===== src/rtl/tmrPkg.sv =====
package tmrPkg;
  localparam int BYTE_W = 8;
  localparam int ADDR_W = 3;

  localparam logic [ADDR_W-1:0] ADDR_CNT_LO = 3'd0;
  localparam logic [ADDR_W-1:0] ADDR_CNT_HI = 3'd1;
  localparam logic [ADDR_W-1:0] ADDR_RLD_LO = 3'd2;
  localparam logic [ADDR_W-1:0] ADDR_RLD_HI = 3'd3;
  localparam logic [ADDR_W-1:0] ADDR_CTRL   = 3'd4;

  localparam int BIT_INT_EN    = 0;
  localparam int BIT_LO_INT_EN = 1;
  localparam int BIT_SPLIT     = 2;
  localparam int BIT_LO_FLAG   = 6;
  localparam int BIT_HI_FLAG   = 7;

  typedef enum logic [1:0] {
    SRC_SYS  = 2'd0,
    SRC_DIV  = 2'd1,
    SRC_EXT  = 2'd2,
    SRC_NONE = 2'd3
  } clkSrcT;

  typedef struct packed {
    logic              wrLo;
    logic              wrHi;
    logic              wrRldLo;
    logic              wrRldHi;
    logic              tick;
    logic              split;
    logic [BYTE_W-1:0] data;
  } strobeT;
endpackage


===== src/rtl/tmrPrescale.sv =====
module tmrPrescale #(
  parameter int DIV_SYS = 12,
  parameter int DIV_EXT = 8,
  parameter int SYNC_N  = 2
) (
  input  logic       clk,
  input  logic       rstN,
  input  logic       runEn,
  input  logic [1:0] clkSel,
  input  logic       extClk,
  output logic       tick
);
  import tmrPkg::*;

  localparam int SYS_W = $clog2(DIV_SYS);
  localparam int EXT_W = $clog2(DIV_EXT);

  logic [SYS_W-1:0] sysDiv;
  logic [EXT_W-1:0] extDiv;
  logic [SYNC_N:0]  extPipe;
  logic             extEdge;
  logic             srcPulse;

  // Synchronizer chain; the top stage holds the previous synchronized value
  assign extEdge = extPipe[SYNC_N-1] & ~extPipe[SYNC_N];

  always_ff @(posedge clk or negedge rstN) begin
    if (!rstN) begin
      sysDiv  <= '0;
      extDiv  <= '0;
      extPipe <= '0;
    end else begin
      extPipe <= {extPipe[SYNC_N-1:0], extClk};
      sysDiv  <= (sysDiv == SYS_W'(DIV_SYS-1)) ? '0 : sysDiv + SYS_W'(1);
      if (extEdge)
        extDiv <= (extDiv == EXT_W'(DIV_EXT-1)) ? '0 : extDiv + EXT_W'(1);
    end
  end

  always_comb begin
    unique case (clkSrcT'(clkSel))
      SRC_SYS: srcPulse = 1'b1;
      SRC_DIV: srcPulse = (sysDiv == SYS_W'(DIV_SYS-1));
      SRC_EXT: srcPulse = extEdge && (extDiv == EXT_W'(DIV_EXT-1));
      default: srcPulse = 1'b0;
    endcase
  end

  assign tick = runEn & srcPulse;

  // divided system ticks never come back to back
  assert_div_spacing_R7: assert property (@(posedge clk) disable iff (!rstN)
    (tick && clkSel == 2'd1) |=> !(tick && clkSel == 2'd1));

  // external ticks need fresh synchronized edges
  assert_ext_spacing_R8: assert property (@(posedge clk) disable iff (!rstN)
    (tick && clkSel == 2'd2) |=> !(tick && clkSel == 2'd2));
endmodule


===== src/rtl/tmrCtrl.sv =====
module tmrCtrl
  import tmrPkg::*;
(
  input  logic              clk,
  input  logic              rstN,
  input  logic              regWrEn,
  input  logic [ADDR_W-1:0] regAddr,
  input  logic [BYTE_W-1:0] regWrData,
  input  logic              tickIn,
  input  logic              wrapLo,
  input  logic              wrapHi,
  output strobeT            strobe,
  output logic [BYTE_W-1:0] ctrlByte,
  output logic              irq
);
  logic intEn, lowIntEn, splitMode, lowFlag, highFlag;
  logic wrCtrl;

  assign wrCtrl = regWrEn && (regAddr == ADDR_CTRL);

  always_comb begin
    strobe.wrLo    = regWrEn && (regAddr == ADDR_CNT_LO);
    strobe.wrHi    = regWrEn && (regAddr == ADDR_CNT_HI);
    strobe.wrRldLo = regWrEn && (regAddr == ADDR_RLD_LO);
    strobe.wrRldHi = regWrEn && (regAddr == ADDR_RLD_HI);
    strobe.tick    = tickIn;
    strobe.split   = splitMode;
    strobe.data    = regWrData;
  end

  always_ff @(posedge clk or negedge rstN) begin
    if (!rstN) begin
      intEn     <= 1'b0;
      lowIntEn  <= 1'b0;
      splitMode <= 1'b0;
      lowFlag   <= 1'b0;
      highFlag  <= 1'b0;
    end else begin
      if (wrCtrl) begin
        intEn     <= regWrData[BIT_INT_EN];
        lowIntEn  <= regWrData[BIT_LO_INT_EN];
        splitMode <= regWrData[BIT_SPLIT];
      end
      // Hardware set beats a software clear in the same cycle
      lowFlag  <= (wrCtrl ? regWrData[BIT_LO_FLAG] : lowFlag)  | wrapLo;
      highFlag <= (wrCtrl ? regWrData[BIT_HI_FLAG] : highFlag) | wrapHi;
    end
  end

  always_comb begin
    ctrlByte                = '0;
    ctrlByte[BIT_INT_EN]    = intEn;
    ctrlByte[BIT_LO_INT_EN] = lowIntEn;
    ctrlByte[BIT_SPLIT]     = splitMode;
    ctrlByte[BIT_LO_FLAG]   = lowFlag;
    ctrlByte[BIT_HI_FLAG]   = highFlag;
  end

  assign irq = intEn & (highFlag | (lowIntEn & lowFlag));

  // an overflow always leaves its flag set, whatever software wrote
  assert_hi_flag_set_R10: assert property (@(posedge clk) disable iff (!rstN)
    wrapHi |=> ctrlByte[BIT_HI_FLAG]);
  assert_lo_flag_set_R10: assert property (@(posedge clk) disable iff (!rstN)
    wrapLo |=> ctrlByte[BIT_LO_FLAG]);
  // flags are sticky without a control write
  assert_lo_flag_sticky_R10: assert property (@(posedge clk) disable iff (!rstN)
    (ctrlByte[BIT_LO_FLAG] && !wrCtrl) |=> ctrlByte[BIT_LO_FLAG]);
endmodule


===== src/rtl/tmrDatapath.sv =====
module tmrDatapath
  import tmrPkg::*;
(
  input  logic                clk,
  input  logic                rstN,
  input  strobeT              strobe,
  output logic [2*BYTE_W-1:0] count,
  output logic [2*BYTE_W-1:0] reload,
  output logic                wrapLo,
  output logic                wrapHi
);
  localparam int CNT_W = 2 * BYTE_W;

  logic [BYTE_W-1:0] cntLo, cntHi, rldLo, rldHi;
  logic              wrCnt, step, loFull, hiFull;

  assign wrCnt  = strobe.wrLo | strobe.wrHi;
  assign step   = strobe.tick & ~wrCnt;
  assign loFull = &cntLo;
  assign hiFull = &cntHi;
  assign wrapLo = step & loFull;
  assign wrapHi = step & hiFull & (strobe.split | loFull);
  assign count  = {cntHi, cntLo};
  assign reload = {rldHi, rldLo};

  always_ff @(posedge clk or negedge rstN) begin
    if (!rstN) begin
      cntLo <= '0;
      cntHi <= '0;
      rldLo <= '0;
      rldHi <= '0;
    end else begin
      if (strobe.wrRldLo) rldLo <= strobe.data;
      if (strobe.wrRldHi) rldHi <= strobe.data;
      if (wrCnt) begin
        if (strobe.wrLo) cntLo <= strobe.data;
        if (strobe.wrHi) cntHi <= strobe.data;
      end else if (step) begin
        if (strobe.split) begin
          cntLo <= loFull ? rldLo : cntLo + BYTE_W'(1);
          cntHi <= hiFull ? rldHi : cntHi + BYTE_W'(1);
        end else begin
          {cntHi, cntLo} <= (loFull && hiFull) ? {rldHi, rldLo}
                                               : {cntHi, cntLo} + CNT_W'(1);
        end
      end
    end
  end

  // a counter write is taken as written, with no increment on top
  assert_write_wins_R9: assert property (@(posedge clk) disable iff (!rstN)
    strobe.wrLo |=> count[BYTE_W-1:0] == $past(strobe.data));
  // no pulse and no write means the count holds
  assert_hold_R6: assert property (@(posedge clk) disable iff (!rstN)
    (!strobe.tick && !wrCnt) |=> $stable(count));
  // 16-bit overflow lands on the reload value
  assert_reload_R4: assert property (@(posedge clk) disable iff (!rstN)
    (step && !strobe.split && count == '1) |=> count == $past(reload));
endmodule


===== src/rtl/autoReloadTimer.sv =====
module autoReloadTimer
  import tmrPkg::*;
#(
  parameter int DIV_SYS = 12,
  parameter int DIV_EXT = 8,
  parameter int SYNC_N  = 2
) (
  input  logic              clk,
  input  logic              rstN,
  input  logic              regWrEn,
  input  logic [ADDR_W-1:0] regAddr,
  input  logic [BYTE_W-1:0] regWrData,
  output logic [BYTE_W-1:0] regRdData,
  input  logic              runEn,
  input  logic [1:0]        clkSel,
  input  logic              extClk,
  output logic              irq
);
  strobeT              strobe;
  logic                tick, wrapLo, wrapHi;
  logic [2*BYTE_W-1:0] count, reload;
  logic [BYTE_W-1:0]   ctrlByte;

  tmrPrescale #(.DIV_SYS(DIV_SYS), .DIV_EXT(DIV_EXT), .SYNC_N(SYNC_N)) uPre (
    .clk(clk), .rstN(rstN), .runEn(runEn), .clkSel(clkSel),
    .extClk(extClk), .tick(tick)
  );

  tmrCtrl uCtrl (
    .clk(clk), .rstN(rstN), .regWrEn(regWrEn), .regAddr(regAddr),
    .regWrData(regWrData), .tickIn(tick), .wrapLo(wrapLo), .wrapHi(wrapHi),
    .strobe(strobe), .ctrlByte(ctrlByte), .irq(irq)
  );

  tmrDatapath uDp (
    .clk(clk), .rstN(rstN), .strobe(strobe), .count(count),
    .reload(reload), .wrapLo(wrapLo), .wrapHi(wrapHi)
  );

  always_comb begin
    unique case (regAddr)
      ADDR_CNT_LO: regRdData = count[BYTE_W-1:0];
      ADDR_CNT_HI: regRdData = count[2*BYTE_W-1:BYTE_W];
      ADDR_RLD_LO: regRdData = reload[BYTE_W-1:0];
      ADDR_RLD_HI: regRdData = reload[2*BYTE_W-1:BYTE_W];
      ADDR_CTRL:   regRdData = ctrlByte;
      default:     regRdData = '0;
    endcase
  end
endmodule


===== config.mk =====
export PLATFORM = sky130hd
export DESIGN_NAME = autoReloadTimer
export DESIGN_NICKNAME = d
export VERILOG_FILES = /design/src/rtl/tmrPkg.sv /design/src/rtl/tmrPrescale.sv /design/src/rtl/tmrCtrl.sv /design/src/rtl/tmrDatapath.sv /design/src/rtl/autoReloadTimer.sv
export SDC_FILE = /design/constraint.sdc
export NUM_CORES = 1
export LEC_CHECK = 0
export BUFFER_PORTS_ARGS = -buffer_cell sky130_fd_sc_hd__buf_4
export CORE_MARGIN = 10
export CORE_UTILIZATION = 60
export DETAILED_ROUTE_END_ITERATION = 6
export PLACE_DENSITY_LB_ADDON = 0.12
export SETUP_SLACK_MARGIN = 0.1
export SYNTH_ARGS = -nofsm -noshare
export SYNTH_HDL_FRONTEND = slang
export SYNTH_SLANG_ARGS = --single-unit

===== constraint.sdc =====
create_clock -name clk -period 2.3 [get_ports clk]
set_input_delay 0.46 -clock clk [delete_from_list [all_inputs] [get_ports clk]]
set_output_delay 0.46 -clock clk [all_outputs]
set_load 0.05 [all_outputs]

# == Word level (Yosys, flattened, before mapping) ==
# Cells that the tools add are included.
# op_classes
mux,17
n_reduce_logical,14
n_bitwise,15
eq_ne,10
addsub,5
# ops
op,count
8-bit 2-to-1 mux,10
8-bit one-hot mux with 5 select lines,1
"16-bit by 1-bit adder with 16-bit output, second input constant",1
"8-bit by 1-bit adder with 8-bit output, second input constant",2
16-bit 2-to-1 mux,1
8-bit AND reduction,2
1-bit AND,8
1-bit logical AND,7
"3-bit by 2-bit equality test with 1-bit output, second input constant",2
"3-bit equality test, second input constant",2
1-bit bitwise OR,5
"4-bit by 1-bit adder with 4-bit output, second input constant",1
"4-bit equality test, second input constant",1
4-bit 2-to-1 mux,1
"2-bit by 1-bit != test with 1-bit output, second input constant",2
2-bit AND reduction,2
"3-bit by 1-bit adder with 3-bit output, second input constant",1
"3-bit by 1-bit equality test with 1-bit output, second input constant",1
3-bit logical NOT,1
3-bit 2-to-1 mux,1
1-bit one-hot mux with 3 select lines,1
"2-bit by 1-bit equality test with 1-bit output, second input constant",1
"2-bit equality test, second input constant",1
2-bit logical NOT,1
3 further kinds,5
# word_totals
out_inout_bits,9
wordCells,73
ff_bits,47
input_bits,18

# == Depth between registers and ports, before layout ==
# logic_depth
depth_word,9
mapped_depth,9
depth_no_buf,8

# == Cells and area by module ==
# From an unflattened synthesis, not the netlist that was laid out.
# unflattened
cells_unflattened,342
area_unflattened_um2,3335.7
# modules_own_cells
mod,cells_per_inst,seq_area_each_um2,n_inst,area_per_inst_um2
tmrDatapath,222,800.8,1,2138.3
tmrPrescale,33,250.2,1,424.2
tmrCtrl,44,125.1,1,414.1
autoReloadTimer,43,0.0,1,359.1

# == Worst setup path after synthesis ==
# OpenSTA, ideal clock, no wires.
# synth_timing
path_kind,input -> output
from,input port regAddr[1]
to,output port regRdData[0]
slack_ns,-0.363
arrival_time_ns,2.203
required_time_ns,1.840
stages,5
path_cell_list,buf_4 > buf_2 > mux4_2 > inv_1 > o21ai_0
# synth_between
elab_chain_cells,2
word_cells_on_any_way,6
cone_classes,eq/ne (4); mux (1); reduce/logical (1)
# synth_rtl
item,line,source
start: declaration,autoReloadTimer.sv:11,"input logic [ADDR_W-1:0] regAddr,"
"3-bit equality test, or another cell as far along",autoReloadTimer.sv:41,unique case (regAddr)
8-bit one-hot mux with 5 select lines *,autoReloadTimer.sv:41,
end: declaration,autoReloadTimer.sv:13,"output logic [BYTE_W-1:0] regRdData,"
# Mark *: on every way between the ends. The rest lies on a longest branch, timed or not.

# == Worst setup path after layout ==
# layout_timing
from,register uDp.cntHi[3]
to,output port regRdData[3]
# layout_between
elab_chain_cells,1
# layout_rtl
item,line,source
start: declaration,tmrDatapath.sv:14,"logic [BYTE_W-1:0] cntLo, cntHi, rldLo, rldHi;"
start signal: assignment,tmrDatapath.sv:37,if (strobe.wrHi) cntHi <= strobe.data;
start signal: assignment,tmrDatapath.sv:41,cntHi <= hiFull ? rldHi : cntHi + BYTE_W'(1);
start signal: assignment,tmrDatapath.sv:43,"{cntHi, cntLo} <= (loFull && hiFull) ? {rldHi, rldLo}"
8-bit one-hot mux with 5 select lines,autoReloadTimer.sv:41,
# Every way passes these cells.

==> key figures <==
Run status
  – Status: completed

Die
  – Rows: 25
  – Starting density of the core: 0.6208
  – # IOs: 27
  – Core ar.: about 0.0048 sq mm
  – Die X-Extent: ~90 um
  – DIE AREA: between 0.008 and 0.009 sq mm
  – Die height: around 90 um

Timing
  – Max_slew headroom: 0.5969
  – Worst slew pin tran: 0.6046 ns
  – Max Freq: roughly 470 MHz
  – Final setup violation count: 0
  – RSZ-0062 raised after global routing: false
  – Period utilization: 0.9262
  – Post-layout min period: 2.130 ns
  – Fin. max-slew vios: 0
  – Final hold viol count: 0
  – Clk_skew: between 0.009 and 0.01 ns
  – Final setup margin: approximately 0.17 ns

Worst setup path
  – Delay-heaviest family, CP: multiplexers
  – Arr. time, crit path: between 1.5 and 2 ns
  – Max incr delay on CP: 0.44 ns
  – Critical Path Sink Type: output port
  – Crit start category: register
  – Worst path most repeated cell: buf_4
  – Worst-path fanout max: 6
  – Worst path bufs/invs: 2
  – Critical path type: register to output port
  – Critical path's slowest cell: mux4_2
  – CP required: approximately 1.8 ns
  – Cells along the critical path: buf_4 > mux4_2 > nor2b_2 > buf_4

Pwr
  – Total power: approximately 0.0031 W
  – Leak Pwr: between 1 and 1.5 nW
  – Pwr Density: approximately 940 mW/mm^2
  – Max VDD drop: roughly 0.00064 V

Clocking
  – Total CTS buffers: 5
  – Worst-Skew Late Latency: about 0.31 ns
  – Total number of H-tree levels: 2
  – Clk sinks: 47
  – Clock-pin slew on the worst setup and hold paths: ~0.090 ns
  – Hold buffer count at CTS: 0
  – Clock Path Buffers: 2
  – Root Driver: clkbuf_8
  – CTS tree: yes

Yosys
  – #FFs+latches synth: 47
  – Avg Inst Size Synth: 10.04 sq um
  – Sequential-to-total area share from yosys stat: 0.3985
  – Most common flop cell mapped by yosys: dfrtp_1
  – Yosys top cell by area: dfrtp_1
  – Mapped Cells: ~300
  – Post-synth EDFFs: 0
  – Ranking of synthesized cells by area: dfrtp_1 (40%), mux2_2 (7.6%), mux2i_1 (4.1%)
  – Mapped cell area: roughly 0.0030 sq mm
  – Yosys top cell area share: 0.3985
  – Yosys cell types: 63
  – Ys async rst share: 1.000
  – Synthesized net count: around 320
  – Synth Warn #: 0

Global routing
  – Total grt overflow: 0
  – Largest net degree at the start of global routing: 48
  – First-pass GRT wire length: about 12,000 um
  – Vias in the first global route: between 2,000 and 2,500
  – Initial antenna violation count: 0
  – GRT Util Overall: 0.1841

Job
  – Total of max-cap violations: 0

Detailed routing
  – Residual DRC: 0
  – Via density: 6.349
  – DRT Pass-1 Iters: 5
  – Vias: approximately 2,500
  – Post-route ant nets: 0
  – Initial DRC Count: between 200 and 300
  – DRT Wirelength: roughly 7700 um
  – WL/cell: about 20 um

Finish
  – Area grow syn2layout: 12.93%
  – Antenna cells: 0
  – Layout cells sized above 1: 0.2738
  – Finished Layout Cells: about 390
  – Final design utilization: 0.7011
  – # fillers: slightly below 400
  – # nets final: between 300 and 400

Place
  – Port Buf Inserts: 26
  – Placed insts: 383
  – GPL Wtd Cong: 0.8732
  – Final HPWL DP: ~5600 um
  – Pre-CTS setup slack: between 0.15 and 0.2 ns

Hold path
  – Hold/Removal Path Class: input port to async pin
==> synth_stat cells, drive strengths merged, types with 3 or more instances <==
master,instances
a21o,3
a21oi,17
a31oi,6
a41oi,4
and2,4
and3,5
buf,9
clkbuf,6
dfrtp,47
ha,5
inv,9
mux2,20
mux2i,12
mux4,4
nand2,25
nand2b,5
nand3,10
nor2,21
nor2b,8
nor3,5
nor3b,3
o211ai,3
o21ai,17
o22a,3
o22ai,5
xnor2,5
xor2,3
==> sequential cells by signal, indices dropped and copies added (netlist names), 3 cells and up <==
register      flops
uPre.sysDiv       4
uDp.rldLo         8
uPre.extPipe      3
uDp.rldHi         8
uPre.extDiv       3
uDp.cntLo         8
uDp.cntHi         8
==> worst paths after layout <==
check	from	to	slack, ns	depth (start not counted)
setup / recovery	uDp.cntHi[3]$_DFFE_PN0P_	regRdData[3]	0.17	4
hold / removal	rstN	uPre.sysDiv[1]$_DFF_PN0_	0.16	1
setup reg to reg	uDp.cntHi[1]$_DFFE_PN0P_	uDp.cntHi[3]$_DFFE_PN0P_	0.22	7
hold reg to reg	uPre.extPipe[0]$_DFF_PN0_	uPre.extPipe[1]$_DFF_PN0_	0.37	0
max in group asynchronous	rstN	uDp.cntHi[1]$_DFFE_PN0P_	1.71	1
min in group clk	extClk	uPre.extPipe[0]$_DFF_PN0_	0.26	1
==> metrics by stage <==
step / instance area (sq um) / TNS (ns) / hold slack [ns]
floorplan: 2959 / -0.5953 / 0.1644
global placement: 3233 / 0 / 0.3379
detailed placement: 3233 / 0 / 0.3471
CTS: 3318 / 0 / 0.1824
global route: 3333 / 0 / 0.1950
finish: 3333 / 0 / 0.1635
==> power by group <==
part           switching [W]  internal (W)  leakage (nW)
Combinational       0.000674      0.000594         0.780
Clock               0.000284      0.000213        0.0412
Sequential          0.000301       0.00106         0.561
==> logic make-up (layout without fill, tap and decap cells) <==
group | after synthesis | in the layout | synth area share
buf+inv | 24 | 55 | 0.04111
xor+xnor | 8 | 8 | 0.02374
simple gates | 95 | 95 | 0.1759
flops | 47 | 47 | 0.3985
fa+ha+maj | 5 | 5 | 0.02120
mux | 36 | 36 | 0.1475
compound gates | 79 | 79 | 0.1920
==> cell type report <==
class / count / area, sq um / area share
clock buffers: 6 / 72.57 / 0.02177
clock inverters: 2 / 12.51 / 0.003754
inverters: 9 / 33.78 / 0.01014
multi-input cells: 223 / 1668 / 0.5004
flip-flops and latches: 47 / 1177 / 0.3532
well taps: 67 / 83.83 / 0.02515
repair buffers: 38 / 285.3 / 0.08559
==> metal layers <==
metal / GRT usage / share of wire
met1: 0.2482 / 0.44
met2: 0.2863 / 0.48
met3: 0.03242 / 0.057
met4: 0.07029 / 0.021
met5: 0 / 0
==> cells in the final DEF, fill, tap and decap left out, types with 3 or more instances in the layout <==
cell type	n
a21o_1	3
a21oi_1	17
a31oi_1	6
a41oi_1	4
and2_1	4
and3_1	4
buf_4	38
clkbuf_8	5
dfrtp_1	46
ha_1	5
inv_1	9
mux2_2	20
mux2i_1	12
mux4_2	4
nand2_1	25
nand2b_1	5
nand3_1	9
nor2_1	19
nor2b_1	5
nor2b_2	3
nor3_1	4
o21ai_0	14
o22a_1	3
o22ai_1	5
xnor2_1	5
xor2_1	3
==> repair_timing <==
item                                    4_1_cts  5_1_grt
buffers inserted                              0        1
gates resized for setup                       0        3
endpoints found under the setup margin        0        6
==> worst register-to-register path: cells and delay by family, from the launching register on <==
kind / cells / cell delay, ns
adder cells (fa/ha/maj): 1 / 0.20
AO/OA/AOI/OAI: 3 / 0.47
multiplexers: 1 / 0.35
AND/OR/NAND/NOR: 2 / 0.54
flip-flops: 1 / 0.42
Note: power is estimated with default switching activity, not from simulation.
